--- src/rtl/spr_dma_pkg.sv ---
package spr_dma_pkg;

   // Source region code taken from page bits 7:5
   typedef enum logic [2:0] {
      SRC_WRAM  = 3'd0,
      SRC_VIDEO = 3'd1,
      SRC_IOREG = 3'd2,
      SRC_SRAM  = 3'd3,
      SRC_ROM0  = 3'd4,
      SRC_ROM1  = 3'd5,
      SRC_ROM2  = 3'd6,
      SRC_ROM3  = 3'd7
   } src_region_e;

   // Regions backed by memory are copied; register windows are not
   function automatic logic region_copies(input logic [2:0] code);
      return !(code == SRC_VIDEO || code == SRC_IOREG);
   endfunction

   // Region zero is the mirrored work RAM; all others use the bank mask
   function automatic logic region_is_mirror(input logic [2:0] code);
      return code == SRC_WRAM;
   endfunction

endpackage

--- src/rtl/spr_dma_src_map.sv ---
module spr_dma_src_map
   import spr_dma_pkg::*;
#(
   parameter int ADDR_W = 16,
   parameter int SEL_W = 3,
   parameter logic [ADDR_W-SEL_W-1:0] MIRROR_MASK = 'h07FF,
   parameter logic [ADDR_W-SEL_W-1:0] BANK_MASK = 'h1FFF
) (
   input  logic [ADDR_W-1:0] linear_addr,
   output logic              copy_ok,
   output logic [ADDR_W-1:0] src_addr
);
   localparam int OFF_W = ADDR_W - SEL_W;
   localparam int N_REG = 1 << SEL_W;

   logic [OFF_W-1:0] mask_tbl [N_REG];
   logic [N_REG-1:0] copy_tbl;
   logic [SEL_W-1:0] sel;
   logic [OFF_W-1:0] offset;

   initial begin
      assert (SEL_W == 3) else $error("region decode expects three select bits");
      assert (OFF_W > 0) else $error("address too narrow for region select");
   end

   // Per-region mask and copy table, built once per region
   for (genvar g = 0; g < N_REG; g++) begin : g_region
      assign mask_tbl[g] = region_is_mirror(3'(g)) ? MIRROR_MASK : BANK_MASK;
      assign copy_tbl[g] = region_copies(3'(g));
   end

   assign sel      = linear_addr[ADDR_W-1 -: SEL_W];
   assign offset   = linear_addr[OFF_W-1:0] & mask_tbl[sel];
   assign copy_ok  = copy_tbl[sel];
   assign src_addr = {sel, offset};

endmodule

--- src/rtl/spr_dma_seq.sv ---
module spr_dma_seq #(
   parameter int CNT_W = 8,
   parameter int PAGE_W = 8
) (
   input  logic              clk,
   input  logic              rst_n,
   input  logic              start,
   input  logic [PAGE_W-1:0] start_page,
   output logic              rd_act,
   output logic [CNT_W-1:0]  idx,
   output logic [PAGE_W-1:0] page
);
   localparam logic [CNT_W-1:0] LAST_IDX = {CNT_W{1'b1}};

   logic              act_q;
   logic [CNT_W-1:0]  idx_q;
   logic [PAGE_W-1:0] page_q;

   always_ff @(posedge clk) begin
      if (!rst_n) begin
         act_q  <= 1'b0;
         idx_q  <= '0;
         page_q <= '0;
      end else if (start) begin
         act_q  <= 1'b1;
         idx_q  <= '0;
         page_q <= start_page;
      end else if (act_q) begin
         idx_q <= idx_q + 1'b1;
         if (idx_q == LAST_IDX) act_q <= 1'b0;
      end
   end

   assign rd_act = act_q;
   assign idx    = idx_q;
   assign page   = page_q;

   // reads advance one offset per cycle
   p_stride_r3: assert property (@(posedge clk) disable iff (!rst_n)
      act_q && $past(act_q) |-> idx_q == CNT_W'($past(idx_q) + 1'b1));

   // a copy begins at offset zero
   p_start_zero_r3: assert property (@(posedge clk) disable iff (!rst_n)
      $rose(act_q) |-> idx_q == '0);

   // the page is frozen while reads run
   p_page_hold_r8: assert property (@(posedge clk) disable iff (!rst_n)
      act_q && $past(act_q) |-> $stable(page_q));

endmodule

--- src/rtl/spr_dma_wr_stage.sv ---
module spr_dma_wr_stage #(
   parameter int CNT_W = 8,
   parameter int DATA_W = 8,
   parameter bit WR_REG = 1'b0
) (
   input  logic              clk,
   input  logic              rst_n,
   input  logic              rd_fire,
   input  logic [CNT_W-1:0]  rd_idx,
   input  logic [DATA_W-1:0] rd_data,
   output logic              spr_wr_en,
   output logic [CNT_W-1:0]  spr_wr_addr,
   output logic [DATA_W-1:0] spr_wr_data,
   output logic              pend
);
   logic             v1_q;
   logic [CNT_W-1:0] a1_q;

   // Stage 1: remember which offset the returning data belongs to
   always_ff @(posedge clk) begin
      if (!rst_n) begin
         v1_q <= 1'b0;
         a1_q <= '0;
      end else begin
         v1_q <= rd_fire;
         a1_q <= rd_idx;
      end
   end

   if (WR_REG) begin : g_reg
      logic              v2_q;
      logic [CNT_W-1:0]  a2_q;
      logic [DATA_W-1:0] d2_q;

      always_ff @(posedge clk) begin
         if (!rst_n) begin
            v2_q <= 1'b0;
            a2_q <= '0;
            d2_q <= '0;
         end else begin
            v2_q <= v1_q;
            a2_q <= a1_q;
            d2_q <= rd_data;
         end
      end

      assign spr_wr_en   = v2_q;
      assign spr_wr_addr = a2_q;
      assign spr_wr_data = d2_q;
      assign pend        = v1_q | v2_q;
   end else begin : g_pass
      assign spr_wr_en   = v1_q;
      assign spr_wr_addr = a1_q;
      assign spr_wr_data = rd_data;
      assign pend        = v1_q;

      // each read is written in the following cycle at its own offset
      p_wr_follow_r5: assert property (@(posedge clk) disable iff (!rst_n)
         $past(rd_fire) |-> spr_wr_en && spr_wr_addr == $past(rd_idx));
   end

endmodule

--- src/rtl/spr_page_dma.sv ---
module spr_page_dma
   import spr_dma_pkg::*;
#(
   parameter int ADDR_W = 16,
   parameter int DATA_W = 8,
   parameter int PAGE_BYTES = 256,
   parameter int REG_W = 5,
   parameter logic [REG_W-1:0] TRIG_IDX = 5'h14,
   parameter int SEL_W = 3,
   parameter logic [ADDR_W-SEL_W-1:0] MIRROR_MASK = 'h07FF,
   parameter logic [ADDR_W-SEL_W-1:0] BANK_MASK = 'h1FFF,
   parameter bit WR_REG = 1'b0,
   localparam int CNT_W = $clog2(PAGE_BYTES)
) (
   input  logic              clk,
   input  logic              rst_n,
   input  logic              reg_wr_en,
   input  logic [REG_W-1:0]  reg_idx,
   input  logic [DATA_W-1:0] reg_wr_data,
   output logic [DATA_W-1:0] shadow_q,
   output logic              mem_rd_stb,
   output logic [ADDR_W-1:0] mem_rd_addr,
   input  logic [DATA_W-1:0] mem_rd_data,
   output logic              spr_wr_en,
   output logic [CNT_W-1:0]  spr_wr_addr,
   output logic [DATA_W-1:0] spr_wr_data,
   output logic              busy
);
   localparam int PAGE_W = ADDR_W - CNT_W;

   initial begin
      assert (PAGE_BYTES == (1 << CNT_W)) else $error("page size must be a power of two");
      assert (PAGE_W == DATA_W) else $error("page number must fill one data word");
      assert (SEL_W <= PAGE_W) else $error("region select wider than page number");
   end

   logic              trig_hit;
   logic              start;
   logic              trig_copy;
   logic              rd_act;
   logic              wr_pend;
   logic [CNT_W-1:0]  rd_idx;
   logic [PAGE_W-1:0] cur_page;
   logic [DATA_W-1:0] shadow_r;
   logic              run_copy_ok;
   logic [ADDR_W-1:0] trig_src_unused;

   assign busy     = rd_act | wr_pend;
   assign trig_hit = reg_wr_en && (reg_idx == TRIG_IDX) && !busy;

   // Region check for the incoming page number
   spr_dma_src_map #(
      .ADDR_W(ADDR_W), .SEL_W(SEL_W),
      .MIRROR_MASK(MIRROR_MASK), .BANK_MASK(BANK_MASK)
   ) u_trig_map (
      .linear_addr({reg_wr_data, {CNT_W{1'b0}}}),
      .copy_ok(trig_copy),
      .src_addr(trig_src_unused)
   );

   assign start = trig_hit && trig_copy;

   always_ff @(posedge clk) begin
      if (!rst_n) shadow_r <= '0;
      else if (trig_hit) shadow_r <= reg_wr_data;
   end
   assign shadow_q = shadow_r;

   spr_dma_seq #(.CNT_W(CNT_W), .PAGE_W(PAGE_W)) u_seq (
      .clk(clk), .rst_n(rst_n),
      .start(start), .start_page(reg_wr_data),
      .rd_act(rd_act), .idx(rd_idx), .page(cur_page)
   );

   // Address mapping for the running copy
   spr_dma_src_map #(
      .ADDR_W(ADDR_W), .SEL_W(SEL_W),
      .MIRROR_MASK(MIRROR_MASK), .BANK_MASK(BANK_MASK)
   ) u_run_map (
      .linear_addr({cur_page, rd_idx}),
      .copy_ok(run_copy_ok),
      .src_addr(mem_rd_addr)
   );

   assign mem_rd_stb = rd_act;

   spr_dma_wr_stage #(.CNT_W(CNT_W), .DATA_W(DATA_W), .WR_REG(WR_REG)) u_wr (
      .clk(clk), .rst_n(rst_n),
      .rd_fire(rd_act), .rd_idx(rd_idx), .rd_data(mem_rd_data),
      .spr_wr_en(spr_wr_en), .spr_wr_addr(spr_wr_addr), .spr_wr_data(spr_wr_data),
      .pend(wr_pend)
   );

   // trigger writes during a copy leave the shadow alone
   p_shadow_hold_r8: assert property (@(posedge clk) disable iff (!rst_n)
      $past(busy) |-> $stable(shadow_q));

   // register-window pages never raise busy
   p_no_io_copy_r6: assert property (@(posedge clk) disable iff (!rst_n)
      trig_hit && !trig_copy |=> !busy);

   // mirrored work RAM keeps only eleven offset bits
   p_wram_mask_r4: assert property (@(posedge clk) disable iff (!rst_n)
      mem_rd_stb && mem_rd_addr[ADDR_W-1 -: SEL_W] == '0 |-> mem_rd_addr[ADDR_W-SEL_W-1:11] == '0);

   // only memory regions ever get read
   p_run_region_r3: assert property (@(posedge clk) disable iff (!rst_n)
      mem_rd_stb |-> run_copy_ok);

   // busy drops right after the last sprite write
   p_busy_drop_r7: assert property (@(posedge clk) disable iff (!rst_n)
      $fell(busy) |-> $past(spr_wr_en) && $past(spr_wr_addr) == {CNT_W{1'b1}});

endmodule

--- config.mk ---
export PLATFORM = sky130hd
export DESIGN_NAME = spr_page_dma
export DESIGN_NICKNAME = d
export VERILOG_FILES = /design/src/rtl/spr_dma_pkg.sv /design/src/rtl/spr_dma_src_map.sv /design/src/rtl/spr_dma_seq.sv /design/src/rtl/spr_dma_wr_stage.sv /design/src/rtl/spr_page_dma.sv
export SDC_FILE = /design/constraint.sdc
export NUM_CORES = 1
export LEC_CHECK = 0
export BUFFER_PORTS_ARGS = -buffer_cell sky130_fd_sc_hd__buf_4
export CORE_MARGIN = 3
export CORE_UTILIZATION = 29
export CTS_CLUSTER_DIAMETER = 120
export CTS_CLUSTER_SIZE = 24
export DETAILED_ROUTE_END_ITERATION = 10
export GPL_TIMING_DRIVEN = 0
export MAX_ROUTING_LAYER = met4
export PLACE_DENSITY = 0.6
export SLEW_MARGIN = 10
export SYNTH_ARGS = -nofsm -noshare
export SYNTH_HDL_FRONTEND = slang
export SYNTH_SLANG_ARGS = --single-unit
--- constraint.sdc ---
create_clock -name clk -period 3.18 [get_ports clk]
set_input_delay 0.318 -clock clk [delete_from_list [all_inputs] [get_ports clk]]
set_output_delay 0.318 -clock clk [all_outputs]
set_load 0.05 [all_outputs]
==> impl_metrics.ini <==
[status]
outcome = completed

[logic_synthesis]
ys_warn_count = 0
syn_nets = 173
synth_top_area_cell = dfxtp_1
synthesis.area_mm2 = 0.00146
avgSynthCellArea_um2 = 9.87
synth.area.top_cells = dfxtp_1 (47%), buf_4 (7.7%), mux2i_1 (5.5%)
synth_seq_cells = 34
synth.top_cell.area_share = 0.466
netlist-cell-type-count = 27
syn_inst = 148
ys_seq_area_frac = 0.466

[pwr]
pwr-share-comb = 0.110
power_switching_mw = 0.189
p_clk_frac = 0.367
seqPwrFrac = 0.523
switching_share = 0.230
p_per_area_mw_per_mm2 = 399
p_int_mw = 0.633
power_leakage_nw = 0.952
irDropWorstVdd_v = 0.000207

[sta]
min_period_ns = 1.65
setup-tns-final_ns = 0
rsz0062_at_grt = false
hold_violations = 0
drv_slew = 0
min_period_over_period = 0.520
worst_pin_slew_ns = 0.492
max_freq_mhz = 604
max-slew-margin-rel = 0.672
fin_skew_ns = 0.00209
finalSetupViolations = 0

[drt]
final_antenna_net_count = 0
vias = 1182
first_pass_iters = 3
via_per_inst = 4.24
drt_iter0_markers = 30
drt_wl_total_mm = 3.19
drc = 0
wl_per_cell_um = 11.4

[cells_and_area]
fillCellCount = 524
diodes = 0
drive_gt1_frac = 0.443
final_common_cell = buf_4
final_cell_mix = buf_4 (73), dfxtp_1 (34), nand2_1 (13), nor2_1 (12), nor2b_1 (10)
area_growth_pct = 41.2
fin_area_mm2 = 0.00206
nNetsFinal = 238

[placement]
globalplace.congestion = 0.762
hpwl_mm = 2.49
portBuffers = 58
place_area_mm2 = 0.00198

[setup_path]
critPathLaunchType = register
cp_cell_sequence = buf_6, nor4b_4, o2111ai_2, nand2_1, nor2_1
worstPathArrival_ns = 1.81
r2r_slack_ns = 1.53
cp_slowest_cell = nor4b_4
crit_path_max_incr_delay_ns = 0.34
critPathTopFamily = simple AND/OR/NAND/NOR gates
cp_max_fo = 10
critPathCaptureType = register
path_class = reg -> reg
path_buf_inv = 1
cp.required_ns = 3.34

[floorplan]
io_pins = 67
core-area_mm2 = 0.00479
fp.dieW_um = 77.0
die-area_mm2 = 0.00592
fp.dieH_um = 77.0
row_count = 25
start_util = 0.305

[global_routing]
grt_max_degree = 11
grt_usage = 0.117
antenna_found_initial = 0
overflow = 0
grt_pass1_vias = 1170
grt_first_pass_wirelength_mm = 5.29

[flow_run]
cap_violations = 0

[clock_network]
cts_made_buffers = 5
clk_path_buf_depth = 2
cts_setup_buffers = 0
cts-root-buf = clkbuf_8
clock-sinks = 34
clk_pin_slew_ns = 0.06
post_cts_resized = 0
ctsHoldBuffers = 0
clkLatencyLatePin_ns = 0.28
ctsHtreeMaxLevel = 2
cts_tree = built

[worst_hold_path]
hp-class = in -> reg
power by group through the flow:
stage                     Clock, mW  Combinational (mW)  Sequential (mW)
after global routing          0.333              0.0971            0.430
after global placement            0              0.0909            0.439
after detailed placement          0              0.0917            0.439
final                         0.302              0.0903            0.430
after CTS                     0.317              0.0919            0.430
after floorplan                   0              0.0526            0.443
flip-flops by register name, summed over array words and instances, names as in the netlist:
register and flops:
shadow_q 8, u_seq.idx 8, u_seq.page 8, u_wr.spr_wr_addr 8, u_seq.rd_act 1, u_wr.pend 1
worst register-to-register path: stages (launching register included):
cell and delay, ns:
dfxtp_1 0.33, buf_6 0.15, nor4b_4 0.35, o2111ai_2 0.28
nand2_1 0.34, nor2_1 0.09
per-stage QoR:
| stage | utilization | cells | worst slack, ns | hold slack (ns) | total power, mW |
|---|---|---|---|---|---|
| 2_1_floorplan | - | 148 | 1.52 | 0.432 | 0.495 |
| 3_3_place_gp | 0.414 | 273 | 1.53 | 0.448 | 0.530 |
| 3_5_place_dp | 0.414 | 273 | 1.50 | 0.450 | 0.531 |
| 4_1_cts | 0.431 | 279 | 1.47 | 0.286 | 0.839 |
| 5_1_grt | 0.431 | 279 | 1.34 | 0.289 | 0.860 |
| 6_report | 0.431 | 279 | 1.53 | 0.293 | 0.822 |
layer usage:
metal  GRT usage  vias to the layer above  share of wire
li1            -                      603              -
met1       0.122                      533           0.40
met2       0.202                       39           0.51
met3      0.0469                        7          0.073
met4      0.0326                        0          0.012
met5           -                        -              0
area by class of cell:
| class | instances | area (um2) | share of cell area |
|---|---|---|---|
| multi-input combinational | 94 | 633 | 0.307 |
| tap | 67 | 83.8 | 0.0407 |
| clock buffer | 6 | 82.6 | 0.0400 |
| sequential | 34 | 681 | 0.330 |
| timing repair buffer | 58 | 435 | 0.211 |
| buffer | 20 | 146 | 0.0710 |
worst paths after layout:
| path | from | end | depth (start not counted) |
|---|---|---|---|
| setup / recovery | u_seq.rd_act$_SDFF_PN0_ | u_seq.idx[4]$_SDFFE_PP0P_ | 5 |
| hold / removal | reg_wr_data[4] | u_seq.page[4]$_SDFFE_PN0P_ | 3 |
| setup reg to reg | u_seq.rd_act$_SDFF_PN0_ | u_seq.idx[4]$_SDFFE_PP0P_ | 5 |
| hold reg to reg | u_seq.page[3]$_SDFFE_PN0P_ | u_seq.page[3]$_SDFFE_PN0P_ | 2 |
logic make-up after synthesis:
logic type | after synthesis | share of synthesized area
adder cells (fa/ha/maj) | 1 | 0.00857
XOR/XNOR | 8 | 0.0480
AND/OR/NAND/NOR | 63 | 0.242
AO/OA/AOI/OAI | 14 | 0.0805
multiplexers | 8 | 0.0548
flip-flops | 34 | 0.466
buffers and inverters | 20 | 0.100
Yosys cell counts:
| library cell | number |
|---|---|
| or2_2 | 1 |
| xor2_1 | 4 |
| nor4b_4 | 1 |
| mux2i_1 | 8 |
| o2111ai_2 | 1 |
| o21ai_1 | 1 |
| and3_1 | 1 |
| nor2_1 | 12 |
| dfxtp_1 | 34 |
| o31a_1 | 1 |
| buf_6 | 2 |
| nand3_1 | 5 |
| xnor2_1 | 4 |
| a21boi_0 | 2 |
| nand3_2 | 3 |
| buf_4 | 15 |
| clkbuf_1 | 3 |
| a21boi_2 | 1 |
| nor2b_1 | 10 |
| o21ai_0 | 2 |
| nor3_1 | 1 |
| o21ai_2 | 6 |
| nand4_1 | 5 |
| and2_0 | 2 |
| and2_1 | 9 |
| ha_1 | 1 |
| nand2_1 | 13 |
Power figures use the tool's default switching activity.
